## src/rtl/uart_irq_pkg.sv

```systemverilog
package uart_irq_pkg;

    typedef enum logic [3:0] {
        ID_NONE    = 4'b0001,
        ID_LINE    = 4'b0110,
        ID_RXDATA  = 4'b0100,
        ID_TIMEOUT = 4'b1100,
        ID_TXEMPTY = 4'b0010
    } irq_id_e;

    typedef enum logic [1:0] {
        TO_IDLE  = 2'd0,
        TO_COUNT = 2'd1,
        TO_FIRED = 2'd2
    } to_state_e;

    typedef struct packed {
        logic line;
        logic timeout;
        logic rxdata;
        logic txempty;
    } irq_src_t;

    localparam int CTL_EN_BIT    = 0;
    localparam int CTL_RXCLR_BIT = 1;
    localparam int CTL_TXCLR_BIT = 2;
    localparam int CTL_TRIG_LSB  = 6;

endpackage

```

## src/rtl/uart_irq_fcr.sv

```systemverilog
module uart_irq_fcr
    import uart_irq_pkg::*;
(
    input  logic       clk,
    input  logic       rst_n,
    input  logic       fcr_wr,
    input  logic [7:0] wdata,
    output logic       fifo_en,
    output logic [1:0] trig_sel,
    output logic       rx_clr,
    output logic       tx_clr,
    output logic       rx_clr_req
);

    logic armed_wr;
    logic tx_clr_req;
    logic unused_ctl_bits;

    assign armed_wr        = fcr_wr && wdata[CTL_EN_BIT];
    assign rx_clr_req      = armed_wr && wdata[CTL_RXCLR_BIT];
    assign tx_clr_req      = armed_wr && wdata[CTL_TXCLR_BIT];
    assign unused_ctl_bits = ^wdata[5:3];

    always_ff @(posedge clk or negedge rst_n) begin
        if (!rst_n) begin
            fifo_en  <= 1'b0;
            trig_sel <= 2'd0;
            rx_clr   <= 1'b0;
            tx_clr   <= 1'b0;
        end else begin
            rx_clr <= rx_clr_req;
            tx_clr <= tx_clr_req;
            if (fcr_wr) begin
                fifo_en <= wdata[CTL_EN_BIT];
            end
            if (armed_wr) begin
                trig_sel <= wdata[CTL_TRIG_LSB +: 2];
            end
        end
    end

endmodule

```

## src/rtl/uart_irq_timeout.sv

```systemverilog
module uart_irq_timeout
    import uart_irq_pkg::*;
#(
    parameter int TO_CHARS = 4
) (
    input  logic clk,
    input  logic rst_n,
    input  logic armed,
    input  logic activity,
    input  logic tick,
    output logic fired
);

    localparam int CW = $clog2(TO_CHARS + 1);
    localparam logic [CW-1:0] LAST = CW'(TO_CHARS - 1);

    to_state_e     state, state_nx;
    logic [CW-1:0] cnt, cnt_nx;

    always_ff @(posedge clk or negedge rst_n) begin
        if (!rst_n) begin
            state <= TO_IDLE;
            cnt   <= '0;
        end else begin
            state <= state_nx;
            cnt   <= cnt_nx;
        end
    end

    always_comb begin
        state_nx = state;
        cnt_nx   = cnt;
        if (!armed) begin
            state_nx = TO_IDLE;
            cnt_nx   = '0;
        end else if (activity) begin
            state_nx = TO_COUNT;
            cnt_nx   = '0;
        end else begin
            unique case (state)
                TO_IDLE, TO_COUNT: begin
                    if (tick) begin
                        cnt_nx   = cnt + 1'b1;
                        state_nx = (cnt == LAST) ? TO_FIRED : TO_COUNT;
                    end else begin
                        state_nx = TO_COUNT;
                    end
                end
                TO_FIRED: begin
                    state_nx = TO_FIRED;
                end
                default: begin
                    state_nx = TO_IDLE;
                    cnt_nx   = '0;
                end
            endcase
        end
    end

    always_comb begin
        fired = (state == TO_FIRED);
    end

endmodule

```

## src/rtl/uart_irq_src.sv

```systemverilog
module uart_irq_src #(
    parameter int FIFO_DEPTH = 16,
    parameter int ERR_W      = 5,
    localparam int CNT_W     = $clog2(FIFO_DEPTH + 1)
) (
    input  logic             clk,
    input  logic             rst_n,
    input  logic             fifo_en,
    input  logic [1:0]       trig_sel,
    input  logic             rx_push,
    input  logic             rx_push_err,
    input  logic             rx_pop,
    input  logic             rx_pop_err,
    input  logic             rx_overrun,
    input  logic             lsr_rd,
    input  logic [CNT_W-1:0] rx_count,
    input  logic             rx_clr_req,
    input  logic             tx_empty,
    input  logic             thr_wr,
    output logic             line_pend,
    output logic             rxdata_pend,
    output logic             txempty_pend
);

    localparam logic [ERR_W-1:0] ERR_MAX = {ERR_W{1'b1}};

    logic             ovr_flag;
    logic [ERR_W-1:0] err_cnt;
    logic             nf_ready;
    logic             thre_flag;
    logic             tx_empty_q;
    logic             err_up, err_dn;
    logic [CNT_W-1:0] trig_level;

    always_comb begin
        unique case (trig_sel)
            2'd0:    trig_level = CNT_W'(1);
            2'd1:    trig_level = CNT_W'(FIFO_DEPTH / 4);
            2'd2:    trig_level = CNT_W'(FIFO_DEPTH / 2);
            default: trig_level = CNT_W'(FIFO_DEPTH - 2);
        endcase
    end

    assign err_up = rx_push && rx_push_err;
    assign err_dn = rx_pop && rx_pop_err && (err_cnt != '0);

    always_ff @(posedge clk or negedge rst_n) begin
        if (!rst_n) begin
            ovr_flag <= 1'b0;
        end else if (rx_overrun) begin
            ovr_flag <= 1'b1;
        end else if (lsr_rd) begin
            ovr_flag <= 1'b0;
        end
    end

    always_ff @(posedge clk or negedge rst_n) begin
        if (!rst_n) begin
            err_cnt <= '0;
        end else if (rx_clr_req) begin
            err_cnt <= '0;
        end else if (err_up && !err_dn && err_cnt != ERR_MAX) begin
            err_cnt <= err_cnt + 1'b1;
        end else if (err_dn && !err_up) begin
            err_cnt <= err_cnt - 1'b1;
        end
    end

    always_ff @(posedge clk or negedge rst_n) begin
        if (!rst_n) begin
            nf_ready <= 1'b0;
        end else if (rx_push) begin
            nf_ready <= 1'b1;
        end else if (rx_pop) begin
            nf_ready <= 1'b0;
        end
    end

    always_ff @(posedge clk or negedge rst_n) begin
        if (!rst_n) begin
            thre_flag  <= 1'b0;
            tx_empty_q <= 1'b0;
        end else begin
            tx_empty_q <= tx_empty;
            if (thr_wr) begin
                thre_flag <= 1'b0;
            end else if (tx_empty && !tx_empty_q) begin
                thre_flag <= 1'b1;
            end
        end
    end

    assign line_pend    = ovr_flag || (err_cnt != '0);
    assign rxdata_pend  = fifo_en ? (rx_count >= trig_level) : nf_ready;
    assign txempty_pend = thre_flag;

endmodule

```

## src/rtl/uart_irq_prio.sv

```systemverilog
module uart_irq_prio
    import uart_irq_pkg::*;
(
    input  irq_src_t pend,
    output irq_id_e  id,
    output logic     irq
);

    always_comb begin
        if (pend.line) begin
            id = ID_LINE;
        end else if (pend.timeout) begin
            id = ID_TIMEOUT;
        end else if (pend.rxdata) begin
            id = ID_RXDATA;
        end else if (pend.txempty) begin
            id = ID_TXEMPTY;
        end else begin
            id = ID_NONE;
        end
        irq = |pend;
    end

endmodule

```

## src/rtl/uart_irq_ident.sv

```systemverilog
module uart_irq_ident
    import uart_irq_pkg::*;
#(
    parameter int FIFO_DEPTH = 16,
    parameter int TO_CHARS   = 4,
    parameter int ERR_W      = 5,
    localparam int CNT_W     = $clog2(FIFO_DEPTH + 1)
) (
    input  logic             clk,
    input  logic             rst_n,
    input  logic             rx_push,
    input  logic             rx_push_err,
    input  logic             rbr_rd,
    input  logic             dma_rd,
    input  logic             rx_pop_err,
    input  logic             rx_overrun,
    input  logic             lsr_rd,
    input  logic [CNT_W-1:0] rx_count,
    input  logic             char_tick,
    input  logic             rcv_run,
    input  logic             tx_empty,
    input  logic             thr_wr,
    input  logic             fcr_wr,
    input  logic [7:0]       wdata,
    input  logic [2:0]       irq_en,
    output logic [3:0]       id_code,
    output logic             irq,
    output logic             fifo_en,
    output logic [1:0]       trig_sel,
    output logic             rx_fifo_clr,
    output logic             tx_fifo_clr
);

    logic     rx_pop;
    logic     rx_clr_req;
    logic     line_pend, rxdata_pend, txempty_pend;
    logic     to_armed, to_fired;
    irq_src_t masked;
    irq_id_e  id_enc;

    assign rx_pop   = rbr_rd || dma_rd;
    assign to_armed = fifo_en && rcv_run && (rx_count != '0);

    uart_irq_fcr u_fcr (
        .clk        (clk),
        .rst_n      (rst_n),
        .fcr_wr     (fcr_wr),
        .wdata      (wdata),
        .fifo_en    (fifo_en),
        .trig_sel   (trig_sel),
        .rx_clr     (rx_fifo_clr),
        .tx_clr     (tx_fifo_clr),
        .rx_clr_req (rx_clr_req)
    );

    uart_irq_src #(
        .FIFO_DEPTH (FIFO_DEPTH),
        .ERR_W      (ERR_W)
    ) u_src (
        .clk          (clk),
        .rst_n        (rst_n),
        .fifo_en      (fifo_en),
        .trig_sel     (trig_sel),
        .rx_push      (rx_push),
        .rx_push_err  (rx_push_err),
        .rx_pop       (rx_pop),
        .rx_pop_err   (rx_pop_err),
        .rx_overrun   (rx_overrun),
        .lsr_rd       (lsr_rd),
        .rx_count     (rx_count),
        .rx_clr_req   (rx_clr_req),
        .tx_empty     (tx_empty),
        .thr_wr       (thr_wr),
        .line_pend    (line_pend),
        .rxdata_pend  (rxdata_pend),
        .txempty_pend (txempty_pend)
    );

    uart_irq_timeout #(
        .TO_CHARS (TO_CHARS)
    ) u_to (
        .clk      (clk),
        .rst_n    (rst_n),
        .armed    (to_armed),
        .activity (rx_push || rx_pop),
        .tick     (char_tick),
        .fired    (to_fired)
    );

    always_comb begin
        masked.line    = line_pend    && irq_en[2];
        masked.timeout = to_fired     && irq_en[0];
        masked.rxdata  = rxdata_pend  && irq_en[0];
        masked.txempty = txempty_pend && irq_en[1];
    end

    uart_irq_prio u_prio (
        .pend (masked),
        .id   (id_enc),
        .irq  (irq)
    );

    assign id_code = id_enc;

endmodule

```

## config.mk

```make
export PLATFORM = sky130hd
export DESIGN_NAME = uart_irq_ident
export DESIGN_NICKNAME = d
export VERILOG_FILES = /design/src/rtl/uart_irq_pkg.sv /design/src/rtl/uart_irq_fcr.sv /design/src/rtl/uart_irq_timeout.sv /design/src/rtl/uart_irq_src.sv /design/src/rtl/uart_irq_prio.sv /design/src/rtl/uart_irq_ident.sv
export SDC_FILE = /design/constraint.sdc
export NUM_CORES = 1
export LEC_CHECK = 0
export ABC_AREA = 1
export BUFFER_PORTS_ARGS = -buffer_cell sky130_fd_sc_hd__buf_2
export CORE_AREA = 10 10 67 69
export DETAILED_ROUTE_END_ITERATION = 12
export DIE_AREA = 0 0 77 79
export GPL_TIMING_DRIVEN = 0
export HOLD_SLACK_MARGIN = 0.12
export PLACE_DENSITY = 0.61
export SKIP_LAST_GASP = 1
export SYNTH_ARGS = -nofsm -noshare
export SYNTH_HDL_FRONTEND = slang
export SYNTH_SLANG_ARGS = --single-unit
```

## constraint.sdc

```tcl
create_clock -name clk -period 2.29 [get_ports clk]
set_input_delay 0.458 -clock clk [delete_from_list [all_inputs] [get_ports clk]]
set_output_delay 0.458 -clock clk [all_outputs]
set_load 0.05 [all_outputs]
```

==> flow_summary.ini <==
[run_status]
status = finished, violations left
violations = setup timing

[critical_path]
startpoint_type = flop
crit_type = flop to output pin
worst-r2r-setup-slack_ps = 360
reg2regPathDepth = 13
required_ps = 1830
timing.rr.start = u_src.err_cnt[3]
critPathMaxFanout = 3
r2r-end = u_src.err_cnt[4]
critPathArrivalTime_ps = 1850
crit_path_end_kind = output pin

[min_path]
min_from = tx_empty
hold_class = primary input to flop
worstHoldPathCells = 1
min_to = u_src.tx_empty_q

[timing]
rsz0062_at_grt = yes
relSlewSlack_pct = 71.2
hold_violations = 0
fmax_mhz = 433
setup_slack_ps = -20.7
post-route-min-period_ps = 2310
hold_slack_ps = 279
finalClockSkew_ps = 11.7
worstMarginPinSlew_ps = 432
setup_viol = 1
slew_violations = 0
finalCritPeriodShare_pct = 101

[power_and_ir_drop]
clockPowerShare_pct = 13.7
pwr-share-seq_pct = 37.6
peakVddDrop_mv = 0.432
p_switching_uw = 532
switching_share_pct = 42.8
leakagePower_nw = 0.862
comb_power_share_pct = 48.7
internal_power_uw = 711
power.density_nw_per_um2 = 763

[clocking]
htree_levels = 1
cts-root-buf = clkbuf_4
clk_pin_slew_ps = 120
clk_path_buf_depth = 2
numCtsBuffers = 3
clock_sinks = 19
cts_tree = yes
clock_latency_ps = 290

[final_layout]
antenna_cells = 0
final_core_util_pct = 50.4
finalNetCount = 243
final_area_um2 = 1630
layout-drive-gt1-share_pct = 33.7
fill_cells = 326
layoutNonFillerInstCount = 248
area_delta_synth_final_pct = 30.6

[drt]
avgRoutedWirePerCell_um = 11.9
num_vias = 1157
wl_mm = 2.96
viasPerCell = 4.67
dr.first_iter.drc_count = 37
remaining_drc_errors = 0
final_antenna_net_count = 0
dr.pass1.iters = 4

[logic_synthesis]
syn_nets = 198
ys_seq_elements = 19
syn_avg_cell_area_um2 = 7.90
synthCells = 158
synth_area_um2 = 1250
synth_cell_types = 27
ys_seq_area_share_pct = 38.1
yosysWarnings = 0

[flow_run]
drv_cap = 0

[die]
die_w_um = 77
placementRows = 21
die-area_um2 = 6080
die_h_um = 79
initial_utilization_pct = 38.6
pin_count = 40
core-area_um2 = 3230

[grt]
grt_pass1_wl_mm = 5.13
antenna_found_initial = 0
grt_pass1_vias = 1163
top_usage_layer = met2
grt_usage_pct = 9.77
grt_start_max_net_pins = 20
grt_overflow = 0
use_met1_pct = 10.7
use_met3_pct = 2.14
use_met2_pct = 18.2

[placement]
dp_slack_ps = 34.0
dp.cells = 240
gp_routability_congestion = 0.840
placed_area_um2 = 1490
port_buffers = 36
hpwl_mm = 2.45
==> placed cells by master (no fill, tap or decap), types with 2 or more instances in the layout <==
cell / Yosys / layout
nand4_1: 2 / 2
dfrtp_2: 0 / 2
inv_2: 2 / 3
nand3_1: 14 / 14
nand3_2: 2 / 2
nand2_4: 2 / 3
o21ai_2: 2 / 2
buf_6: 0 / 2
buf_4: 0 / 2
inv_1: 23 / 22
clkinv_1: 2 / 2
clkbuf_4: 0 / 3
ha_4: 0 / 2
nor2_4: 1 / 3
nor2_1: 13 / 12
o21ai_0: 3 / 3
buf_8: 0 / 2
nand2_2: 1 / 4
nand2_1: 36 / 32
nor2_2: 3 / 2
o21ai_1: 4 / 4
a21oi_1: 7 / 7
ha_1: 9 / 7
buf_2: 0 / 33
nor3_1: 5 / 5
dfrtp_1: 19 / 17
==> sequential cells by signal, indices dropped and copies added, names as in the netlist, 2 cells and up <==
register and flops:
u_to.state 2, u_to.cnt 3, u_src.err_cnt 5, u_fcr.trig_sel 2
==> worst max-delay path, cell delays in order (launching register included) <==
cell and delay [ps]:
dfrtp_2 440, nor2_4 130, ha_4 210, inv_2 40
nand2_1 40, nand2_1 50, nand2_1 40, nand2_1 50
nand2_1 40, nand2_1 50, nand2_1 60, nand2_2 120
nand2_4 70, nor2_4 90, buf_8 150
==> Yosys cell counts <==
cell	count	area share [%]
nand3_1	14	5.6
xnor2_1	1	0.70
ha_1	9	9.0
o21a_1	1	0.60
o21ai_2	2	1.4
a21oi_1	7	2.8
nor3_1	5	2.0
nand2_4	2	1.8
nor2_2	3	1.5
inv_1	23	6.9
nor2_1	13	3.9
o21ai_0	3	1.2
nand4_4	1	1.7
nand3_4	1	1.4
nand2_2	1	0.50
dfrtp_1	19	38
nor2_4	1	0.90
fa_1	1	1.6
nand2_1	36	11
inv_2	2	0.60
clkinv_1	2	0.60
o21ai_1	4	1.6
xor2_1	1	0.70
and2_4	1	0.70
nand4_1	2	1.0
nand3_2	2	1.6
o21bai_1	1	0.60
==> cells by family after synthesis <==
kind of cell    count (synthesis)  share of synthesized area [%]
compound gates                 18                           8.22
xor+xnor                        2                           1.40
fa+ha+maj                      10                           10.6
buf+inv                        27                           8.12
flops                          19                           38.1
simple gates                   82                           33.5
==> layout make-up <==
cell class	instances	area [um^2]	share of cell area (%)
Clock buffer	4	26.3	1.61
Inverter	27	101	6.22
Multi-Input combinational cell	112	723	44.4
Sequential cell	19	478	29.3
Tap cell	46	57.6	3.53
Timing Repair Buffer	40	243	14.9
==> metal layers <==
metal	part of all wire (%)	up-vias
li1	-	595
met1	42	536
met2	51	22
met3	4.7	4
met4	1.8	0
met5	0	-
==> per-stage QoR <==
step / total power [mW] / TNS (ps)
2_1_floorplan: 0.916 / 0
3_3_place_gp: 1.03 / 0
5_1_grt: 1.35 / -568
6_report: 1.24 / -20.7
3_5_place_dp: 1.04 / 0
4_1_cts: 1.24 / -141
==> power by group through the flow <==
stage | clock (mW) | sequential [mW] | combinational, mW
after floorplan | 0 | 0.483 | 0.433
after global placement | 0 | 0.474 | 0.554
after detailed placement | 0 | 0.474 | 0.569
after CTS | 0.180 | 0.468 | 0.596
after global routing | 0.188 | 0.481 | 0.685
final | 0.170 | 0.468 | 0.605
==> what timing repair did <==
action                                  in CTS  in global routing
buffers inserted                             3                  0
resized for setup                            9                 10
hold buffers                                 1                  0
pin swaps                                    1                  3
endpoints found under the hold margin       19                  0
endpoints found under the setup margin       4                  4
==> worst max path at each step <==
stage                      startpoint          to  slack [ps]
floorplan           u_fcr.trig_sel[1]  id_code[0]          70
global placement          rx_count[0]  id_code[0]          70
detailed placement        rx_count[0]  id_code[0]          30
CTS                 u_fcr.trig_sel[1]  id_code[0]         -50
global route        u_fcr.trig_sel[1]  id_code[0]        -180
finish              u_fcr.trig_sel[1]  id_code[0]         -20
Power figures use the tool's default switching activity.
